### config.mk
export PLATFORM = sky130hd
export DESIGN_NAME = stk8_core
export DESIGN_NICKNAME = d
export VERILOG_FILES = /design/src/rtl/stk8_pkg.sv /design/src/rtl/stk8_mem.sv /design/src/rtl/stk8_stack.sv /design/src/rtl/stk8_ctrl.sv /design/src/rtl/stk8_core.sv
export SDC_FILE = /design/constraint.sdc
export NUM_CORES = 1
export LEC_CHECK = 0
export ABC_CLOCK_PERIOD_IN_PS = 11140
export BUFFER_PORTS_ARGS = -buffer_cell sky130_fd_sc_hd__clkbuf_2
export CORE_MARGIN = 3
export CORE_UTILIZATION = 60
export DETAILED_ROUTE_END_ITERATION = 6
export PLACE_DENSITY_LB_ADDON = 0.15
export SLEW_MARGIN = 10
export SYNTH_ARGS = -nofsm -noshare
export SYNTH_HDL_FRONTEND = slang
export SYNTH_SLANG_ARGS = --single-unit
export TNS_END_PERCENT = 100
### constraint.sdc
create_clock -name clk_i -period 11.14 [get_ports clk_i]
set_input_delay 0.557 -clock clk_i [delete_from_list [all_inputs] [get_ports clk_i]]
set_output_delay 0.557 -clock clk_i [all_outputs]
set_load 0.005 [all_outputs]
### src/rtl/stk8_pkg.sv
package stk8_pkg;

  localparam int unsigned OPC_W = 3;

  typedef enum logic [OPC_W-1:0] {
    OP_NOP  = 3'b000,
    OP_JMP  = 3'b001,
    OP_SKNE = 3'b010,
    OP_ROT  = 3'b011,
    OP_PUSH = 3'b100,
    OP_POP  = 3'b101,
    OP_ADD  = 3'b110,
    OP_SUB  = 3'b111
  } opcode_e;

  typedef enum logic [2:0] {
    SC_HOLD,
    SC_PUSH,
    SC_POP,
    SC_ROT,
    SC_ADD,
    SC_CLR
  } stk_cmd_e;

endpackage

### src/rtl/stk8_mem.sv
module stk8_mem #(
  parameter int unsigned DATA_W = 8,
  parameter int unsigned ADDR_W = 5
) (
  input  logic              clk_i,
  input  logic              rst_ni,
  input  logic [ADDR_W-1:0] fetch_addr_i,
  output logic [DATA_W-1:0] fetch_data_o,
  input  logic [ADDR_W-1:0] data_addr_i,
  output logic [DATA_W-1:0] data_rdata_o,
  input  logic              core_we_i,
  input  logic [DATA_W-1:0] core_wdata_i,
  input  logic              host_en_i,
  input  logic              host_we_i,
  input  logic [ADDR_W-1:0] host_addr_i,
  input  logic [DATA_W-1:0] host_wdata_i,
  output logic [DATA_W-1:0] host_rdata_o
);
  localparam int unsigned WORDS = 2 ** ADDR_W;

  logic [WORDS-1:0][DATA_W-1:0] words;
  logic                         host_wr;

  assign host_wr = host_en_i && host_we_i;

  for (genvar i = 0; i < WORDS; i++) begin : g_word
    logic [DATA_W-1:0] word_q;
    always_ff @(posedge clk_i or negedge rst_ni) begin
      if (!rst_ni) begin
        word_q <= '0;
      end else if (core_we_i && data_addr_i == ADDR_W'(i)) begin
        word_q <= core_wdata_i;
      end else if (host_wr && host_addr_i == ADDR_W'(i)) begin
        word_q <= host_wdata_i;
      end
    end
    assign words[i] = word_q;
  end

  assign fetch_data_o = words[fetch_addr_i];
  assign data_rdata_o = words[data_addr_i];
  assign host_rdata_o = words[host_addr_i];

  // core and host never write in the same cycle
  p_write_excl_r11: assert property (@(posedge clk_i) disable iff (!rst_ni)
    core_we_i |-> !host_en_i);

  // a host write while halted is visible next cycle
  p_host_write_r11: assert property (@(posedge clk_i) disable iff (!rst_ni)
    (host_wr && !core_we_i) |=> words[$past(host_addr_i)] == $past(host_wdata_i));

endmodule

### src/rtl/stk8_stack.sv
module stk8_stack import stk8_pkg::*; #(
  parameter int unsigned DATA_W = 8,
  parameter int unsigned DEPTH  = 8,
  parameter int unsigned ARG_W  = 5
) (
  input  logic              clk_i,
  input  logic              rst_ni,
  input  stk_cmd_e          cmd_i,
  input  logic [DATA_W-1:0] wdata_i,
  input  logic [ARG_W-1:0]  arg_i,
  output logic [DATA_W-1:0] top_o
);
  // DEPTH must be a power of two: pointer arithmetic wraps naturally
  localparam int unsigned PTR_W = $clog2(DEPTH);
  localparam int unsigned CNT_W = PTR_W + 1;

  logic [DEPTH-1:0][DATA_W-1:0] slot_q, slot_d;
  logic [PTR_W-1:0]             tp_q, tp_d, push_ptr, rot_k;
  logic [CNT_W-1:0]             cnt_q, cnt_d;
  logic                         full, empty;

  assign full     = cnt_q == CNT_W'(DEPTH);
  assign empty    = cnt_q == '0;
  assign push_ptr = tp_q + 1'b1;
  assign rot_k    = PTR_W'(arg_i % ARG_W'(DEPTH));

  always_comb begin
    slot_d = slot_q;
    tp_d   = tp_q;
    cnt_d  = cnt_q;
    unique case (cmd_i)
      SC_PUSH: begin
        tp_d             = push_ptr;
        slot_d[push_ptr] = wdata_i;
        if (!full) cnt_d = cnt_q + 1'b1;
      end
      SC_POP: begin
        if (!empty) begin
          slot_d[tp_q] = '0;  // keeps vacated slots at zero
          tp_d         = tp_q - 1'b1;
          cnt_d        = cnt_q - 1'b1;
        end
      end
      SC_ROT: begin
        if (rot_k != '0) begin
          tp_d  = tp_q + rot_k;
          cnt_d = CNT_W'(DEPTH);
        end
      end
      SC_ADD: begin
        slot_d[tp_q] = slot_q[tp_q] + wdata_i;
        if (empty) cnt_d = CNT_W'(1);
      end
      SC_CLR: begin
        slot_d = '0;
        tp_d   = '0;
        cnt_d  = '0;
      end
      default: ;
    endcase
  end

  always_ff @(posedge clk_i or negedge rst_ni) begin
    if (!rst_ni) begin
      slot_q <= '0;
      tp_q   <= '0;
      cnt_q  <= '0;
    end else begin
      slot_q <= slot_d;
      tp_q   <= tp_d;
      cnt_q  <= cnt_d;
    end
  end

  assign top_o = slot_q[tp_q];

  p_empty_top_zero_r7: assert property (@(posedge clk_i) disable iff (!rst_ni)
    (cnt_q == '0) |-> (top_o == '0));

  p_push_top_r6: assert property (@(posedge clk_i) disable iff (!rst_ni)
    (cmd_i == SC_PUSH) |=> (top_o == $past(wdata_i)));

  p_clear_r3: assert property (@(posedge clk_i) disable iff (!rst_ni)
    (cmd_i == SC_CLR) |=> (cnt_q == '0 && top_o == '0));

  p_count_bound_r6: assert property (@(posedge clk_i) disable iff (!rst_ni)
    cnt_q <= CNT_W'(DEPTH));

endmodule

### src/rtl/stk8_ctrl.sv
module stk8_ctrl import stk8_pkg::*; #(
  parameter int unsigned DATA_W = 8,
  parameter int unsigned ADDR_W = DATA_W - OPC_W
) (
  input  logic              clk_i,
  input  logic              rst_ni,
  input  logic              run_i,
  input  logic [DATA_W-1:0] instr_i,
  input  logic [DATA_W-1:0] dmem_rdata_i,
  input  logic [DATA_W-1:0] tos_i,
  output logic [ADDR_W-1:0] pc_o,
  output logic [ADDR_W-1:0] arg_o,
  output stk_cmd_e          stk_cmd_o,
  output logic [DATA_W-1:0] stk_data_o,
  output logic              mem_we_o,
  output logic [DATA_W-1:0] mem_wdata_o
);
  opcode_e           op;
  logic [ADDR_W-1:0] x, pc_q, pc_d;
  logic [DATA_W-1:0] x_ext;

  assign op    = opcode_e'(instr_i[DATA_W-1 -: OPC_W]);
  assign x     = instr_i[ADDR_W-1:0];
  assign x_ext = DATA_W'(x);

  always_comb begin
    pc_d       = pc_q;
    stk_cmd_o  = SC_HOLD;
    stk_data_o = '0;
    mem_we_o   = 1'b0;
    if (run_i) begin
      pc_d = pc_q + 1'b1;
      unique case (op)
        OP_JMP: begin
          if (x == '0) begin
            pc_d      = '0;
            stk_cmd_o = SC_CLR;
          end else begin
            pc_d = x;
          end
        end
        OP_SKNE: if (tos_i != x_ext) pc_d = pc_q + ADDR_W'(2);
        OP_ROT:  stk_cmd_o = SC_ROT;
        OP_PUSH: begin
          stk_cmd_o  = SC_PUSH;
          stk_data_o = dmem_rdata_i;
        end
        OP_POP: begin
          stk_cmd_o = SC_POP;
          mem_we_o  = 1'b1;
        end
        OP_ADD: begin
          stk_cmd_o  = SC_ADD;
          stk_data_o = x_ext;
        end
        OP_SUB: begin
          stk_cmd_o  = SC_ADD;
          stk_data_o = DATA_W'(0) - x_ext;
        end
        default: ;
      endcase
    end
  end

  always_ff @(posedge clk_i or negedge rst_ni) begin
    if (!rst_ni) pc_q <= '0;
    else         pc_q <= pc_d;
  end

  assign pc_o        = pc_q;
  assign arg_o       = x;
  assign mem_wdata_o = tos_i;

  p_hold_r11: assert property (@(posedge clk_i) disable iff (!rst_ni)
    !run_i |=> $stable(pc_q));

  p_nop_r1: assert property (@(posedge clk_i) disable iff (!rst_ni)
    (run_i && op == OP_NOP) |=> pc_q == $past(pc_q) + ADDR_W'(1));

  p_jump_r2: assert property (@(posedge clk_i) disable iff (!rst_ni)
    (run_i && op == OP_JMP && x != '0) |=> pc_q == $past(x));

  p_reboot_r3: assert property (@(posedge clk_i) disable iff (!rst_ni)
    (run_i && op == OP_JMP && x == '0) |=> pc_q == '0);

  p_skip_r4: assert property (@(posedge clk_i) disable iff (!rst_ni)
    (run_i && op == OP_SKNE && tos_i != x_ext) |=> pc_q == $past(pc_q) + ADDR_W'(2));

  p_pop_write_r7: assert property (@(posedge clk_i) disable iff (!rst_ni)
    mem_we_o |-> (run_i && stk_cmd_o == SC_POP));

endmodule

### src/rtl/stk8_core.sv
module stk8_core import stk8_pkg::*; #(
  parameter int unsigned DATA_W      = 8,
  parameter int unsigned STACK_DEPTH = 8,
  localparam int unsigned ADDR_W     = DATA_W - OPC_W
) (
  input  logic              clk_i,
  input  logic              rst_ni,
  input  logic              run_i,
  input  logic              host_we_i,
  input  logic [ADDR_W-1:0] host_addr_i,
  input  logic [DATA_W-1:0] host_wdata_i,
  output logic [DATA_W-1:0] host_rdata_o,
  output logic [ADDR_W-1:0] pc_o,
  output logic [DATA_W-1:0] tos_o
);
  logic [DATA_W-1:0] instr, dmem_rdata, stk_data, mem_wdata, top;
  logic [ADDR_W-1:0] pc, arg;
  stk_cmd_e          stk_cmd;
  logic              mem_we;

  stk8_mem #(.DATA_W(DATA_W), .ADDR_W(ADDR_W)) i_mem (
    .clk_i        (clk_i),
    .rst_ni       (rst_ni),
    .fetch_addr_i (pc),
    .fetch_data_o (instr),
    .data_addr_i  (arg),
    .data_rdata_o (dmem_rdata),
    .core_we_i    (mem_we),
    .core_wdata_i (mem_wdata),
    .host_en_i    (!run_i),
    .host_we_i    (host_we_i),
    .host_addr_i  (host_addr_i),
    .host_wdata_i (host_wdata_i),
    .host_rdata_o (host_rdata_o)
  );

  stk8_ctrl #(.DATA_W(DATA_W), .ADDR_W(ADDR_W)) i_ctrl (
    .clk_i        (clk_i),
    .rst_ni       (rst_ni),
    .run_i        (run_i),
    .instr_i      (instr),
    .dmem_rdata_i (dmem_rdata),
    .tos_i        (top),
    .pc_o         (pc),
    .arg_o        (arg),
    .stk_cmd_o    (stk_cmd),
    .stk_data_o   (stk_data),
    .mem_we_o     (mem_we),
    .mem_wdata_o  (mem_wdata)
  );

  stk8_stack #(.DATA_W(DATA_W), .DEPTH(STACK_DEPTH), .ARG_W(ADDR_W)) i_stack (
    .clk_i   (clk_i),
    .rst_ni  (rst_ni),
    .cmd_i   (stk_cmd),
    .wdata_i (stk_data),
    .arg_i   (arg),
    .top_o   (top)
  );

  assign pc_o  = pc;
  assign tos_o = top;

endmodule

; Word level (Yosys, flattened, before mapping)
; Index checks and enable logic that the tools add are counted.
; Widths: inputs -> output; s select.
[op_classes]
n_addsub = 9
magnitude_cmp = 7
eq_ne = 80
mux = 98
n_bitwise = 2
reduce_logical = 111
[op_table]
columns = cell, count
row1 = $mux 8, 71
row2 = $pmux 64 s4, 1
row3 = $eq 5x5->1 const B, 32
row4 = $bwmux 64, 2
row5 = $bmux 8 s5, 3
row6 = $eq 5x4->1 const B, 16
row7 = $logic_and 1x1->1, 67
row8 = $and 64x64->64, 1
row9 = $mux 64, 1
row10 = $not 64->64, 1
row11 = $reduce_bool 2->1, 32
row12 = $demux 8 s3, 2
row13 = $eq 5x3->1 const B, 8
row14 = $bmux 8 s3, 1
row15 = $pmux 8 s3, 1
row16 = $eq 5x2->1 const B, 4
row17 = $pmux 4 s5, 1
row18 = $eq 3x3->1 const B, 6
row19 = $lt 5x6->1 const B, 3
row20 = $mux 4, 4
row21 = $pmux 3 s5, 1
row22 = $eq 3x2->1 const B, 4
row23 = $mux 3, 4
row24 = $pmux 3 s4, 1
row25 = other kinds (30), 40
[totals]
reg_bits = 332

; Logic depth before layout (Yosys ltp)
[depth]
depth_word = 9
ltp_mapped = 29

; By module
; From an unflattened synthesis, not the netlist that was laid out.
[hier_totals]
hier_cells = 2293
area_unflattened_um2 = 24181.9
[modules_own_cells]
columns = module, instances, cells_each, area_per_inst_um2, seq_area_each_um2
row1 = stk8_mem, 1, 1652, 18599.1, 6406.1
row2 = stk8_stack, 1, 505, 4599.4, 1776.7
row3 = stk8_ctrl, 1, 135, 979.7, 125.1
row4 = stk8_core, 1, 1, 3.8, 0.0

; Worst setup path before layout
; Ideal clock, no wire load.
[synth_path]
kind = flip-flop to flip-flop
from = register i_ctrl.pc_q[1], in the netlist i_ctrl.pc_o[1]
to = register (tool-made name)
setup_time_ns = 0.142
arrival_time_ns = 5.192
slack_ns = 5.806
stages_incl_launch_ff = 24
n_path_buf = 6
cell_sequence = dfrtp_1 buf_2 clkbuf_1 mux4_2 mux2_2 a221o_1 o41ai_4 buf_6 buf_4 buf_4 ha_1 ha_1 and3_1 a211o_1 buf_2 ha_1 a21o_1 a21o_1 a21oi_1 o21bai_1 a21oi_1 xnor2_1 xnor2_4 o31ai_2
[synth_lines]
columns = element, line
row1 = start: declaration, stk8_ctrl.sv:19  ; logic [ADDR_W-1:0] x, pc_q, pc_d;
row2 = start signal: assignment, stk8_ctrl.sv:67  ; else pc_q <= pc_d;

==> results.yml <==
final_layout:
  commonest_non_fill_non_tap_cells_in_the_layout: "363 x sky130_fd_sc_hd__nor2_1, 330 x sky130_fd_sc_hd__dfrtp_1, 286 x sky130_fd_sc_hd__a221o_1"
  finalNetCount: 2176
  area_growth_pct: 7.10
  post_route_cells_drive_above_1_share: 0.154
  multi_input_logic_area_mm2: 0.0135
  mostFrequentLayoutCell: "sky130_fd_sc_hd__nor2_1"
  diodes: 0
  fill_cells: 2911
  area.sequential_mm2: 0.00831
placement:
  place_hpwl_um: 62600
  numPortBuffers: 37
  place_congestion: 1.04
floorplanning:
  core_region_area_mm2: 0.0369
  top_level_ports: 38
  die_width_um: 200
  die_area_mm2: 0.0401
  row_count: 70
  initial_utilization: 0.614
  dieHeight_um: 200
cts:
  cts_htree_levels: 2
  clk_pin_slew_ns: 0.06
  cts_made_buffers: 37
  hold_buffers: 0
  post-cts-setup-buffers: 0
  cts_resized: 0
  clock_tree_from_tritoncts: "done"
  cts.root.buffer_cell: "sky130_fd_sc_hd__clkbuf_16"
  cts_buffer_depth: 3
  clk_latency_ns: 0.58
  tritoncts_num_sinks: 332
pwr:
  total_power_mw: 7.37
  power.density_mw_per_mm2: 304
  power_leakage_nw: 9.88
  max-vdd-ir-drop_uv: 172
worst_setup_path:
  cp.required_ns: 11.59
  worst_setup_path_end_kind: "flop"
  critPathArrivalTime_ns: 8.07
  critical_path.n_buffers_inverters: 3
  critical_path.cell_chain: "buf_4, mux2i_1, a221oi_1, a211oi_1, nand2b_2, inv_4, buf_4, mux2i_1, mux4_2, nand2_1, o211ai_2, a211oi_1, a211o_1, ha_1, a21o_1, a21o_1, a21oi_1, o21bai_1, a21oi_1, xnor2_1, xnor2_4, o31ai_2"
  crit_family: "compound AO/OA/AOI/OAI gates"
  critical_path_peak_fanout: 69
  slowest_delay_ns: 0.86
  timing_worst_setup_path_type: "reg -> reg"
  critical_path.startpoint_type: "flop"
  crit_path_top_delay_cell: "sky130_fd_sc_hd__dfrtp_4"
sta:
  worst_slew_slack_as_a_fraction_of_its_limit: 0.0970
  worst_slew_pin_slew_ns: 1.35
  fin_crit_sh: 0.684
  max_clock_freq_mhz: 131
  timing.clock.skew_ns: 0.0303
  rsz0062_at_grt: "false"
  finalWorstPathRequiredPeriod_ns: 7.62
  hold_viol_final: 0
  report.final.setup_viol: 0
  timing_max_transition_violations_final: 0
  setup-tns-final_ns: 0
yosys:
  nets_in_the_synthesized_netlist: 2245
  synth.yosys.warnings: 0
  yosys_most_used_dff: "sky130_fd_sc_hd__dfrtp_1"
  synthesized_cell_area_mm2: 0.0226
  syn-instance-count: 2205
  yosysUniqueCellTypes: 80
  synth-edff-count: 0
  register_area_share_after_synthesis: 0.367
  synthArstFlopShare: 1.00
  synth_seq_cells: 332
  synth.avg_cell_area_um2: 10.3
flow_run:
  timing.max_cap.violations: 0
routing:
  detail_route.drc_violations: 8
  vias_per_cell: 8.15
  drt_pass1_iterations: 7
  wirelength_um: 94300
  drt_first_iter_violations: 3829
  detail-route-antenna-nets: 0
  drt-wirelength-per-cell_um: 35.3
  dr_total_vias: 21748
grt:
  pin_count_of_the_biggest_net_entering_global_routing: 157
  antenna_found_initial: 4
  grt_pass1_vias: 20714
  gr-usage-all-layers: 0.464
  global_route_wire_length_before_repair_um: 140000
  gr-total-overflow: 0
min_path:
  hold_wc_path_type: "in -> async"
status:
  run_status: "complete, but fails checks"
  failed_checks: "design-rule violations"
[final timing paths]
path | from | end | slack, ns | cells past startpoint
max in group asynchronous | rst_ni | i_ctrl.pc_o[0] | 9.45 | 2
min | rst_ni | i_mem.g_word[25].word_q[5] | 0.02 | 1
max reg2reg | i_ctrl.pc_o[0] | flop | 3.52 | 22
max | i_ctrl.pc_o[0] | flop | 3.52 | 22
min in group clk_i | flop | flop | 0.50 | 2
min reg2reg | flop | flop | 0.50 | 2
[area by class of cell]
| type | instances | share of cell area |
|---|---|---|
| clock inverters | 11 | 0.00403 |
| multi-input cells | 1671 | 0.557 |
| inverters | 24 | 0.00403 |
| flip-flops and latches | 332 | 0.343 |
| clock buffers | 57 | 0.0468 |
| repair buffers | 70 | 0.0189 |
| well taps | 504 | 0.0260 |
[cells by family after synthesis]
family | synth area share
DFF | 0.367
adders and majority gates | 0.0137
and+or+nand+nor | 0.149
buffers and inverters | 0.0400
AOI/OAI and AO/OA | 0.224
muxes | 0.199
xor gates and xnor gates | 0.00780
[routing by layer]
metal,vias to the layer above,part of all wire,GRT usage
met4,6,0.075,0.266
met2,2156,0.42,0.665
met3,498,0.16,0.150
met5,-,0.00037,0
li1,8561,-,-
met1,10527,0.35,0.622
[through the flow]
step | cell area [um2] | std cells | worst slack [ns] | hold slack (ns) | util
after floorplan | 22600 | 2205 | 5.81 | 0.261 | -
after global placement | 23000 | 2601 | 3.85 | 0.475 | 0.624
after detailed placement | 23000 | 2601 | 3.70 | 0.482 | 0.624
after CTS | 24200 | 2669 | 3.66 | 0.0499 | 0.657
after global routing | 24200 | 2669 | 2.95 | 0.0807 | 0.657
final | 24200 | 2669 | 3.52 | 0.0222 | 0.657
[Yosys cell counts (14+ instances only)]
master,n,share of area
sky130_fd_sc_hd__nand2b_1,14,0.0039
sky130_fd_sc_hd__mux2_2,21,0.010
sky130_fd_sc_hd__dfrtp_1,332,0.37
sky130_fd_sc_hd__a22oi_1,36,0.012
sky130_fd_sc_hd__nand2_1,218,0.036
sky130_fd_sc_hd__nor3_1,23,0.0051
sky130_fd_sc_hd__mux4_2,139,0.14
sky130_fd_sc_hd__ha_1,20,0.011
sky130_fd_sc_hd__nor2_1,364,0.060
sky130_fd_sc_hd__o21ai_0,34,0.0075
sky130_fd_sc_hd__a221o_1,286,0.13
sky130_fd_sc_hd__nand3_1,69,0.015
sky130_fd_sc_hd__mux2i_1,105,0.046
sky130_fd_sc_hd__inv_1,22,0.0036
sky130_fd_sc_hd__clkbuf_1,106,0.018
sky130_fd_sc_hd__and3_1,28,0.0077
sky130_fd_sc_hd__a31oi_1,27,0.0075
sky130_fd_sc_hd__a21oi_1,39,0.0086
sky130_fd_sc_hd__buf_2,33,0.0073
sky130_fd_sc_hd__a311oi_1,16,0.0062
sky130_fd_sc_hd__buf_1,19,0.0032
[power breakdown]
group / total (mW) / internal [mW] / leakage, nW / switching (mW)
combinational: 4.17 / 1.45 / 4.85 / 2.72
clock: 1.26 / 0.728 / 0.595 / 0.532
sequential: 1.95 / 1.50 / 4.43 / 0.448
total: 7.37 / 3.67 / 9.88 / 3.70
No activity file was read; power rests on OpenSTA's default activity.
